`config.mk`:
```
export PLATFORM = sky130hd
export DESIGN_NAME = dtimer_top
export DESIGN_NICKNAME = d
export VERILOG_FILES = /design/src/rtl/dtimer_pkg.sv /design/src/rtl/dtimer_rstsync.sv /design/src/rtl/dtimer_channel.sv /design/src/rtl/dtimer_regs.sv /design/src/rtl/dtimer_top.sv
export SDC_FILE = /design/constraint.sdc
export NUM_CORES = 1
export LEC_CHECK = 0
export BUFFER_PORTS_ARGS = -buffer_cell sky130_fd_sc_hd__buf_4
export CAP_MARGIN = 20
export CELL_PAD_IN_SITES_DETAIL_PLACEMENT = 0
export CELL_PAD_IN_SITES_GLOBAL_PLACEMENT = 2
export CORE_UTILIZATION = 38
export CTS_CLUSTER_DIAMETER = 200
export DETAILED_ROUTE_END_ITERATION = 6
export PLACE_DENSITY_LB_ADDON = 0.12
export SETUP_SLACK_MARGIN = 0.1
export SYNTH_ARGS = -nofsm -noshare
export SYNTH_HDL_FRONTEND = slang
export SYNTH_HIERARCHICAL = 1
export SYNTH_SLANG_ARGS = --single-unit
```
`constraint.sdc`:
```
create_clock -name clk -period 5.5 [get_ports clk]
set_input_delay 0.825 -clock clk [delete_from_list [all_inputs] [get_ports clk]]
set_output_delay 0.825 -clock clk [all_outputs]
set_load 0.05 [all_outputs]
```
`src/rtl/dtimer_pkg.sv`:
```
package dtimer_pkg;
  // register offsets; the slot stride is what the per-timer decode depends on
  localparam int unsigned CTRL_OFS  = 0;
  localparam int unsigned RELD_BASE = 16;
  localparam int unsigned CNT_BASE  = 20;
  localparam int unsigned SLOT_STEP = 8;
  localparam int unsigned CTRL_BITS_PER_TMR = 2;

  typedef struct packed {
    logic rearm;  // auto-reload
    logic run;    // enable
  } tmr_ctl_t;
endpackage

```
`src/rtl/dtimer_rstsync.sv`:
```
module dtimer_rstsync (
  input  logic clk,
  input  logic rst_n,
  output logic rst_sync_n
);
  logic [1:0] sync_q;

  always_ff @(posedge clk or negedge rst_n) begin
    if (!rst_n) sync_q <= 2'b00;
    else        sync_q <= {sync_q[0], 1'b1};
  end

  assign rst_sync_n = sync_q[1];
endmodule

```
`src/rtl/dtimer_channel.sv`:
```
module dtimer_channel #(
  parameter int unsigned CNT_W = 32
) (
  input  logic             clk,
  input  logic             rst_ni,
  input  logic             run,
  input  logic             rearm,
  input  logic             reld_we,
  input  logic             cnt_we,
  input  logic [CNT_W-1:0] wdata,
  output logic [CNT_W-1:0] count,
  output logic [CNT_W-1:0] reld,
  output logic             pulse
);
  logic [CNT_W-1:0] cnt_q, cnt_d;
  logic [CNT_W-1:0] reld_q, reld_d;
  logic             parked_q, parked_d;
  logic             pulse_q, pulse_d;
  logic             at_zero, expire;

  assign at_zero = (cnt_q == '0);
  assign expire  = run && at_zero && (rearm || !parked_q) && !cnt_we;

  always_comb begin
    cnt_d    = cnt_q;
    parked_d = parked_q;
    reld_d   = reld_we ? wdata : reld_q;
    pulse_d  = expire;
    if (cnt_we) begin
      cnt_d    = wdata;
      parked_d = 1'b0;
    end else if (run) begin
      if (!at_zero) begin
        cnt_d    = cnt_q - 1'b1;
        parked_d = 1'b0;
      end else if (expire) begin
        if (rearm) cnt_d = reld_q;
        parked_d = !rearm;
      end
    end
  end

  always_ff @(posedge clk or negedge rst_ni) begin
    if (!rst_ni) begin
      cnt_q    <= '0;
      reld_q   <= '0;
      parked_q <= 1'b0;
      pulse_q  <= 1'b0;
    end else begin
      cnt_q    <= cnt_d;
      reld_q   <= reld_d;
      parked_q <= parked_d;
      pulse_q  <= pulse_d;
    end
  end

  assign count = cnt_q;
  assign reld  = reld_q;
  assign pulse = pulse_q;


  dec_step_chk: assert property (@(posedge clk) disable iff (!rst_ni)
    run && !cnt_we && !at_zero |=> cnt_q == $past(cnt_q) - 1'b1);

  idle_hold_chk: assert property (@(posedge clk) disable iff (!rst_ni)
    !run && !cnt_we |=> $stable(cnt_q));

  reload_take_chk: assert property (@(posedge clk) disable iff (!rst_ni)
    run && rearm && !cnt_we && at_zero |=> cnt_q == $past(reld_q));

  oneshot_park_chk: assert property (@(posedge clk) disable iff (!rst_ni)
    run && !rearm && !cnt_we && at_zero |=> cnt_q == '0);

  pulse_src_chk: assert property (@(posedge clk) disable iff (!rst_ni)
    pulse_q |-> $past(cnt_q) == '0 && $past(run));

  cnt_load_chk: assert property (@(posedge clk) disable iff (!rst_ni)
    cnt_we |=> cnt_q == $past(wdata) && !pulse_q);
endmodule

```
`src/rtl/dtimer_regs.sv`:
```
module dtimer_regs
  import dtimer_pkg::*;
#(
  parameter int unsigned NUM_TMR = 2,
  parameter int unsigned DATA_W  = 32,
  parameter int unsigned ADDR_W  = 5
) (
  input  logic                           clk,
  input  logic                           rst_ni,
  input  logic [ADDR_W-1:0]              bus_addr,
  input  logic                           bus_wr,
  input  logic [DATA_W-1:0]              bus_wdata,
  input  logic [NUM_TMR-1:0][DATA_W-1:0] counts,
  input  logic [NUM_TMR-1:0][DATA_W-1:0] relds,
  output tmr_ctl_t [NUM_TMR-1:0]         ctl,
  output logic [NUM_TMR-1:0]             reld_we,
  output logic [NUM_TMR-1:0]             cnt_we,
  output logic [DATA_W-1:0]              bus_rdata
);
  localparam int unsigned CTL_W = NUM_TMR * CTRL_BITS_PER_TMR;

  logic [CTL_W-1:0] ctl_q, ctl_d;
  logic             ctl_sel, ctl_we;
  logic [NUM_TMR-1:0] reld_sel, cnt_sel;

  assign ctl_sel = (bus_addr == ADDR_W'(CTRL_OFS));
  assign ctl_we  = bus_wr && ctl_sel;

  for (genvar i = 0; i < NUM_TMR; i++) begin : g_dec
    assign reld_sel[i] = (bus_addr == ADDR_W'(RELD_BASE + SLOT_STEP * i));
    assign cnt_sel[i]  = (bus_addr == ADDR_W'(CNT_BASE + SLOT_STEP * i));
    assign reld_we[i]  = bus_wr && reld_sel[i];
    assign cnt_we[i]   = bus_wr && cnt_sel[i];
  end

  always_comb begin
    ctl_d = ctl_q;
    if (ctl_we) ctl_d = bus_wdata[CTL_W-1:0];
  end

  always_ff @(posedge clk or negedge rst_ni) begin
    if (!rst_ni) ctl_q <= '0;
    else         ctl_q <= ctl_d;
  end

  assign ctl = ctl_q;

  always_comb begin
    bus_rdata = '0;
    if (ctl_sel) bus_rdata = DATA_W'(ctl_q);
    for (int i = 0; i < NUM_TMR; i++) begin
      if (reld_sel[i]) bus_rdata = relds[i];
      if (cnt_sel[i])  bus_rdata = counts[i];
    end
  end


  ctl_keep_chk: assert property (@(posedge clk) disable iff (!rst_ni)
    !ctl_we |=> $stable(ctl_q));

  ctl_take_chk: assert property (@(posedge clk) disable iff (!rst_ni)
    ctl_we |=> ctl_q == $past(bus_wdata[CTL_W-1:0]));

  one_target_chk: assert property (@(posedge clk) disable iff (!rst_ni)
    $countones({ctl_we, reld_we, cnt_we}) <= 1);
endmodule

```
`src/rtl/dtimer_top.sv`:
```
module dtimer_top
  import dtimer_pkg::*;
#(
  parameter int unsigned NUM_TMR = 2,
  parameter int unsigned DATA_W  = 32,
  parameter int unsigned ADDR_W  = 5
) (
  input  logic               clk,
  input  logic               rst_n,
  input  logic [ADDR_W-1:0]  bus_addr,
  input  logic               bus_wr,
  input  logic [DATA_W-1:0]  bus_wdata,
  output logic [DATA_W-1:0]  bus_rdata,
  output logic [NUM_TMR-1:0] irq
);
  logic                           rst_sync_n;
  tmr_ctl_t [NUM_TMR-1:0]         ctl;
  logic [NUM_TMR-1:0]             reld_we, cnt_we;
  logic [NUM_TMR-1:0][DATA_W-1:0] counts, relds;

  dtimer_rstsync u_rst (
    .clk        (clk),
    .rst_n      (rst_n),
    .rst_sync_n (rst_sync_n)
  );

  dtimer_regs #(
    .NUM_TMR (NUM_TMR),
    .DATA_W  (DATA_W),
    .ADDR_W  (ADDR_W)
  ) u_regs (
    .clk       (clk),
    .rst_ni    (rst_sync_n),
    .bus_addr  (bus_addr),
    .bus_wr    (bus_wr),
    .bus_wdata (bus_wdata),
    .counts    (counts),
    .relds     (relds),
    .ctl       (ctl),
    .reld_we   (reld_we),
    .cnt_we    (cnt_we),
    .bus_rdata (bus_rdata)
  );

  for (genvar i = 0; i < NUM_TMR; i++) begin : g_tmr
    dtimer_channel #(.CNT_W(DATA_W)) u_ch (
      .clk     (clk),
      .rst_ni  (rst_sync_n),
      .run     (ctl[i].run),
      .rearm   (ctl[i].rearm),
      .reld_we (reld_we[i]),
      .cnt_we  (cnt_we[i]),
      .wdata   (bus_wdata),
      .count   (counts[i]),
      .reld    (relds[i]),
      .pulse   (irq[i])
    );
  end
endmodule

```
== Word level (Yosys, flattened, before mapping) ==
Index checks and enable logic that the tools add are counted.
Word-level totals
  bits in registers: 138
  bits of input ports: 40
  output and inout bits: 34
Cells by class
  add/sub/neg operators: 2
  equal/unequal tests: 8
  multiplexer cells: 23
  reductions and logical operators: 28
Operators with widths (number)
  32-bit two-way mux: 14
  32-bit zero test: 2
  32-bit by 1-bit subtractor with 32-bit output (second input constant): 2
  5-bit equality test (second input constant): 4
  1-bit logical AND: 11
  1-bit two-way mux: 8
  1-bit zero test: 6
  3-bit by 1-bit != test with 1-bit output (second input constant): 2
  3-bit by 2-bit != test with 1-bit output (second input constant): 2
  3-bit AND reduction: 2
  5-bit zero test: 1
  4-bit two-way mux: 1
  2-bit AND reduction: 2
  2-bit nonzero test: 2
  1-bit logical OR: 2

== Logic depth before layout (Yosys ltp) ==
Gate-level depths: netlist of run 1.
  depth after elaboration: 8
  mapped depth: 11
  gate-level depth less buffers: 8

== By module ==
The synthesis of run 1 kept the hierarchy.
By module, submodules not included
  dtimer_channel (g_tmr[1].u_ch): times used 1, cells each 407, area each 3996.3 µm², seq. area each 1651.6 µm²
  dtimer_channel (g_tmr[0].u_ch): times used 1, cells each 391, area each 3858.7 µm², seq. area each 1651.6 µm²
  dtimer_regs: times used 1, cells each 225, area each 1367.6 µm², seq. area each 100.1 µm²
  dtimer_rstsync: times used 1, cells each 3, area each 53.8 µm², seq. area each 50.0 µm²

== Worst setup path before layout of run 1 ==
OpenSTA, ideal clock, no wires.
  kind: input-to-output
  from: input bus_addr[2]
  to: output bus_rdata[26]
  arrival time: 2.347 ns
  data required time: 4.675 ns
  path slack: 2.328 ns
  stages on the path: 7
  path buffers: 3
  path through: buf_2 -> nor2b_1 -> clkbuf_2 -> buf_2 -> a21oi_1 -> a2bb2oi_1 -> o21ai_1
Between the ends
  cells in the longest elaborated chain, start to end: 5
  elaborated cells on any way between the ends: 8
  classes of those cells: eq/ne (4); mux (4)
Ends and longest elaborated chain
  start, declared: RTL line dtimer_top.sv:10  | input logic [ADDR_W-1:0] bus_addr,
  5-bit equality test: RTL line dtimer_regs.sv:30  | assign reld_sel[i] = (bus_addr == ADDR_W'(RELD_BASE + SLOT_STEP * i));
  32-bit two-way mux: RTL line dtimer_regs.sv:52  | if (reld_sel[i]) bus_rdata = relds[i];
  32-bit two-way mux: RTL line dtimer_regs.sv:53  | if (cnt_sel[i]) bus_rdata = counts[i];
  32-bit two-way mux: RTL line dtimer_regs.sv:52
  32-bit two-way mux (*): RTL line dtimer_regs.sv:53
  end, declared: RTL line dtimer_top.sv:13  | output logic [DATA_W-1:0] bus_rdata,
Every way passes the cells marked *; elsewhere a longest branch is shown, timed or not.

== Final worst setup path of run 1 ==
  from: input bus_addr[2]
  to: output bus_rdata[19]
The elaborated chain is that of the path after synthesis.

==> results of run 1 <==
-- layer usage --
layer	wire length (um)	track usage	up-vias
li1	-	-	3994
met1	16620	0.4174	4433
met2	16630	0.4632	361
met3	2324	0.06241	52
met4	1287	0.1310	0
met5	0	0	-
-- critical path, stage by stage --
cell,delay [ns]
buf_4,0.15
nor2b_2,0.85
buf_4,0.32
a21oi_1,0.08
a2bb2oi_1,0.14
o21ai_1,0.25
buf_4,0.24
-- path summary, 6_finish.rpt --
path | start | endpoint | slack [ns]
min reg2reg | u_rst/sync_q[1] | g_tmr[1].u_ch/count[7] | 0.33
max in group asynchronous | u_rst/sync_q[1] | g_tmr[0].u_ch/pulse | 3.98
min | rst_n | u_rst/sync_q[1] | 0.15
min in group clk | u_rst/sync_q[0] | u_rst/sync_q[1] | 0.36
max | bus_addr[2] | bus_rdata[19] | 1.80
max reg2reg | g_tmr[0].u_ch/count[12] | g_tmr[0].u_ch/count[25] | 2.02
-- area by class of cell --
class | instances | share of cell area
inverter | 31 | 0.01093
multi-input combinational | 777 | 0.5022
clock inverter | 13 | 0.01587
timing repair buffer | 95 | 0.06702
sequential | 138 | 0.3249
tap | 319 | 0.03751
clock buffer | 19 | 0.04162
-- logic make-up after synthesis --
group | after synthesis
flops | 138
simple gates | 320
xor+xnor | 17
other cells | 1
buf+inv | 111
fa+ha+maj | 4
mux | 87
compound gates | 348
-- state kept, by name, indices dropped and copies added, names as in the netlist --
name                 count
g_tmr.u_ch/reld         64
g_tmr.u_ch/parked_q      2
u_rst/sync_q             2
g_tmr.u_ch/pulse         2
g_tmr.u_ch/count        64
u_regs/ctl               4
-- cells in the mapped netlist (all sizes together), types with 10 or more instances --
| cell type | instances | area, um^2 |
|---|---|---|
| nand4 | 20 | 140.1 |
| a2bb2oi | 31 | 271.5 |
| mux2i | 21 | 210.2 |
| nand3 | 22 | 120.1 |
| a221oi | 10 | 106.4 |
| mux2 | 66 | 743.2 |
| buf | 37 | 222.7 |
| xnor2 | 10 | 87.58 |
| a41oi | 10 | 87.58 |
| o21ai | 80 | 404.1 |
| nor3 | 35 | 214.0 |
| or3 | 13 | 86.33 |
| inv | 30 | 112.6 |
| nor4 | 29 | 249.0 |
| a22oi | 24 | 180.2 |
| nand2 | 80 | 302.8 |
| a21oi | 86 | 430.4 |
| a31oi | 12 | 75.07 |
| clkbuf | 43 | 163.9 |
| dfrtp | 138 | 3453 |
| or4 | 11 | 90.08 |
| nor2 | 63 | 244.0 |
-- through the flow --
| step | instance area (um^2) | total power [mW] | hold slack, ns | worst slack (ns) |
|---|---|---|---|---|
| floorplan | 9276 | 2.414 | 0.3312 | 1.370 |
| global placement | 10030 | 2.861 | 0.3345 | 1.780 |
| detailed placement | 10030 | 2.864 | 0.3387 | 1.715 |
| CTS | 10640 | 4.106 | 0.1364 | 1.869 |
| global route | 10640 | 4.327 | 0.1349 | 1.691 |
| finish | 10640 | 4.106 | 0.1513 | 1.797 |
-- where the power goes --
part	leakage (nW)	switching (mW)	internal, mW
Clock	0.298	0.497	0.731
Combinational	2.39	0.686	0.500
Sequential	1.72	0.432	1.26
Total	4.41	1.61	2.49
==> summary.md, run 1 <==
| Metric | Value |
|---|---|
| Die Area | 25040 um^2 |
| # nets final | 1104 |
| Fillers | 2402 |
| Worst endpoint required time | 4.68 ns |
| Largest family of logic cells by synthesized area | compound AO/OA/AOI/OAI gates |
| GPL Wtd Cong | 0.9088 |
| Vias | 8840 |
| Unrepaired setup endpoints after global routing | false |
| Simple-gate share of the synthesized area | 0.1927 |
| Post-CTS setup buffers | 0 |
| Post-synth EDFFs | 0 |
| First-pass GRT wire length | 55310 um |
| Tightest Hold Check Type | in2async |
| Core area | 23680 um^2 |
| Placed cell count | 1360 |
| # rows | 56 |
| Finished Core Util | 0.4493 |
| Leakage | 4.412 nW |
| Maximum vdd drop | 0.0001672 V |
| Critical path class | in2out |
| Drc violations | 0 |
| Synth Area in Compound Gates | 0.2561 |
| DRT Wirelength | 36860 um |
| Crit end category | output port |
| Initial antenna violation count | 0 |
| Clock sinks | 138 |
| Ys Warns | 6 |
| HPWL after detailed placement | 25750 um |
| Max FO, Critical Path | 22 |
| Slew headroom | 0.2896 |
| Multi-input logic area | 5344 um^2 |
| Period utilization | 0.6733 |
| Grt ovf | 0 |
| Status | finished clean |
| WL/cell | 26.48 um |
| Die Ht | 158.2 um |
| PwrDens | 385.9 nW/um^2 |
| CTS buffer count | 17 |
| Final slew viol count | 0 |
| Largest net degree at the start of global routing | 54 |
| Synthesized cell area | 9276 um^2 |
| CTS tree | done |
| Post-cts resize count | 0 |
| MaxCap Viol Count | 0 |
| Final hold violations | 0 |
| Max Clock Freq | 270.1 MHz |
| Die width | 158.2 um |
| Clk pin slew, worst setup/hold paths | 0.07 ns |
| Ys async rst share | 1.000 |
| Synthesized instance count | 1026 |
| Post-Syn Area per Cell | 9.041 um^2 |
| Routed Antenna Nets | 0 |
| Seq/Total Area, Yosys | 0.3723 |
| Total Neg Setup Slack | 0 ns |
| Multiplexer share of the synthesized area | 0.1028 |
| Share of post-route cells with drive strength above 1 | 0.2181 |
| Vias in the first global route | 8544 |
| Hold buffers post-CTS | 0 |
| Crit path DAT | 2.88 ns |
| Sequential cell area | 3457 um^2 |
| Synth cell types | 88 |
| I/O Pins | 74 |
| Primary FF master, synth | dfrtp_1 |
| Syn nets | 1070 |
| XOR/XNOR share of the synthesized area | 0.01605 |
| Syn-to-layout area delta | 14.72% |
| Worst-Margin Slew | 1.061 ns |
| R2R cell count | 5 |
| Critical path startpoint category | input port |
| Initial Utilization | 0.3917 |
| Root Driver | clkbuf_16 |
| Global Route Usage Sum | 0.3049 |
| Clock latency on the worst-skew pair | 0.44 ns |
| Synth Register Bits | 138 |
| Vias/cell | 6.351 |
| Maximum buffer depth of the clock tree | 2 |
| Adder-cell area share of the yosys netlist | 0.005395 |
| Clock skew | 0.01693 ns |
| IO buf count | 73 |
| Number of diodes | 0 |
| Min Tclk post-route | 3.703 ns |
| CTS H-tree depth | 4 |
| Final setup viols | 0 |
| Fin cells | 1392 |
| First-pass detailed-route iteration total | 5 |
| DRT iter0 DRCs | 828 |
| Most common cell after layout, fill and taps aside | dfrtp_1 |
| Commonest non-fill, non-tap cells in the layout | 137 x dfrtp_1, 95 x buf_4, 86 x a21oi_1 |
(Power assumes the default switching activity.)
==> run 2, diff against run 1 <==
ABC_AREA = 1   (was unset)
CORE_UTILIZATION = 34   (was 38)
clock period = 3.59 ns   (was 5.5 ns; I/O delays follow)
==> run 2 against run 1 <==
  * Sequential share of layout area fell by 2.7 points
  * Combinational power rose by 140%
  * Sequential cell count did not move
  * Synthesized area rose by 8.9%
  * Critical path depth fell by 1
  * Routed wire length rose by 8.2%
  * Register-to-register slack got worse by 0.97 ns
  * Clock skew fell by 0.0047 ns
  * Worst hold slack improved by 0.21 ns
  * Synthesized cell count rose by 50%
  * Design area rose by 9.1%
  * Critical endpoint is now bus_rdata[15]
  * Highest routed layer unchanged
==> summary.md, run 2 <==
| Metric | Value |
|---|---|
| Cell with the most instances on the worst path | buf_4 |
| Max Clock Freq | 381.9 MHz |
| Ys Warns | 6 |
| Die Area | 30400 um^2 |
| Tightest Hold Check Type | reg2reg |
| HPWL after detailed placement | 30550 um |
| CP Depth | 6 |
| Hold depth | 0 |
| GPL Wtd Cong | 0.9127 |
| Post-synth EDFFs | 0 |
| First-pass detailed-route iteration total | 5 |
| Global Route Usage Sum | 0.2692 |
| Initial Utilization | 0.3491 |
| PwrDens | 661.7 nW/um^2 |
| R2R Setup Slk | 1.05 ns |
| Critical Path End | bus_rdata[15] |
| Slew headroom | 0.3560 |
| Final hold violations | 0 |
| Yosys top cell area share | 0.3419 |
| Share of post-route cells with drive strength above 1 | 0.1417 |
| Post-CTS setup buffers | 0 |
| Core area | 28940 um^2 |
| Post-Syn Area per Cell | 6.542 um^2 |
| First-pass GRT wire length | 61690 um |
| Pre-CTS WS | 0.5757 ns |
| Post-synth top area cell | dfrtp_1 |
| Crit path max-delay cell type | buf_4 |
| MaxCap Viol Count | 0 |
| Final slew viol count | 0 |
| Period utilization | 0.7294 |
| Critical path startpoint category | input port |
| Primary FF master, synth | dfrtp_1 |
| DRT iter0 DRCs | 925 |
| Seq/Total Area, Yosys | 0.3419 |
| Synthesized cell area | 10100 um^2 |
| Synth cell types | 37 |
| Fillers | 3159 |
| Critical path class | in2out |
| Most common cell after layout, fill and taps aside | nand2_1 |
| Buf+Inv Stages, Crit Path | 3 |
| Syn nets | 1588 |
| CTS H-tree depth | 4 |
| Synth Register Bits | 138 |
| Ys async rst share | 1.000 |
| DRT Wirelength | 39890 um |
| Crit-path max cell delay | 0.40 ns |
| Worst reg2reg path startpoint | g_tmr[1].u_ch/count[0] |
| Worst endpoint required time | 3.05 ns |
| Clk pin slew, worst setup/hold paths | 0.07 ns |
| Unrepaired setup endpoints after global routing | false |
| Root Driver | clkbuf_16 |
| Clock latency on the worst-skew pair | 0.44 ns |
| Die width | 174.4 um |
| Final setup viols | 0 |
| Syn-to-layout area delta | 14.90% |
| # rows | 62 |
| CTS buffer count | 17 |
| Max FO, Critical Path | 28 |
| Largest net degree at the start of global routing | 66 |
| Vias/cell | 5.188 |
| Status | finished clean |
| Min Tclk post-route | 2.619 ns |
| Number of diodes | 0 |
| Crit path max-delay family | buffers and inverters |
| WL/cell | 20.08 um |
| Routed Antenna Nets | 0 |
| Post-cts resize count | 0 |
| R2R cell count | 11 |
| Setup crit start | bus_addr[2] |
| PnR worst setup slack | 0.9714 ns |
| Clock skew | 0.01222 ns |
| Initial antenna violation count | 0 |
| Largest cells by area after synthesis | dfrtp_1 34%, nand2_1 18%, nor2_1 8.1% |
| Total Neg Setup Slack | 0 ns |
| Die Ht | 174.4 um |
| Commonest non-fill, non-tap cells in the layout | 493 x nand2_1, 215 x nor2_1, 153 x inv_1 |
| Crit end category | output port |
| Clock sinks | 138 |
| Drc violations | 0 |
| Maximum vdd drop | 0.0003291 V |
| Most common cell in the netlist | nand2_1 |
| Leakage | 5.699 nW |
| Reg-to-Reg End | g_tmr[1].u_ch/count[3] |
| CTS tree | done |
| Grt ovf | 0 |
| IO buf count | 73 |
| Post-synth top cells | 493 x nand2_1, 218 x nor2_1, 153 x inv_1, 138 x dfrtp_1, 127 x nand3_1 |
| Worst-Margin Slew | 0.9659 ns |
| Vias | 10304 |
| Vias in the first global route | 9933 |
| Maximum buffer depth of the clock tree | 2 |
| I/O Pins | 74 |
| # nets final | 1633 |
| CP Cell Sequence | buf_4, nor2_2, buf_4, nand4_1, nand4_1, buf_4 |
| Crit path DAT | 2.08 ns |
| Synthesized instance count | 1544 |
==> run 2: through the flow <==
stage | cell area (um^2) | hold WS, ns | util | instances | total power [mW]
2_1_floorplan | 10100 | 0.2429 | - | 1544 | 4.620
3_3_place_gp | 10940 | 0.3214 | 0.3782 | 1953 | 5.665
3_5_place_dp | 10940 | 0.3212 | 0.3782 | 1953 | 5.679
4_1_cts | 11610 | 0.3478 | 0.4011 | 1986 | 7.715
5_1_grt | 11610 | 0.3589 | 0.4011 | 1986 | 8.245
6_report | 11610 | 0.3574 | 0.4011 | 1986 | 7.680
==> run 2: final cells by class <==
type                    instances  area, um^2  share of cell area
clock buffers                  21       460.4             0.03967
clock inverters                11       192.7             0.01660
inverters                     159       596.8             0.05142
multi-input cells            1176        5675              0.4890
flip-flops and latches        138        3457              0.2979
well taps                     384       480.5             0.04140
repair buffers                 97       743.2             0.06404
==> run 2: what timing repair did <==
action / 4_1_cts / 5_1_grt
hold buffers: 1 / 0
endpoints found under the hold margin: 2 / 0
endpoints found under the setup margin: 0 / 0
==> run 2: layer usage <==
metal	track usage	up-vias	part of all wire
li1	-	5085	-
met5	0	-	0
met1	0.3920	4915	0.49
met4	0.06689	0	0.015
met2	0.4138	271	0.45
met3	0.04046	33	0.045
==> run 2: worst min-delay path by stage <==
stage | startpoint | to | slack [ns]
2_1_floorplan | rst_n | u_rst/sync_q[0] | 0.24
3_3_place_gp | rst_n | u_rst/sync_q[0] | 0.32
3_5_place_dp | rst_n | u_rst/sync_q[0] | 0.32
4_1_cts | bus_wdata[23] | g_tmr[1].u_ch/reld[23] | 0.35
5_1_grt | bus_wdata[30] | g_tmr[0].u_ch/reld[30] | 0.36
6_report | u_rst/sync_q[0] | u_rst/sync_q[1] | 0.36
==> run 2: cell families (layout without fill, tap and decap cells) <==
| group | after synthesis | in the layout | share of synthesized area |
|---|---|---|---|
| buffers and inverters | 230 | 288 | 0.09971 |
| AND/OR/NAND/NOR | 1021 | 1021 | 0.4518 |
| other | 1 | 1 | 0.0003713 |
| adder cells (fa/ha/maj) | 4 | 4 | 0.004955 |
| XOR/XNOR | 19 | 19 | 0.01647 |
| AO/OA/AOI/OAI | 106 | 106 | 0.05698 |
| multiplexers | 25 | 25 | 0.02787 |
| flip-flops | 138 | 138 | 0.3419 |
==> run 2: power breakdown <==
part           switching [mW]  leakage (nW)  internal [mW]  total, mW
clock network           0.730         0.314           1.27       2.00
registers               0.769          1.67           2.00       2.77
logic                    1.95          3.71          0.965       2.91
total                    3.44          5.70           4.24       7.68
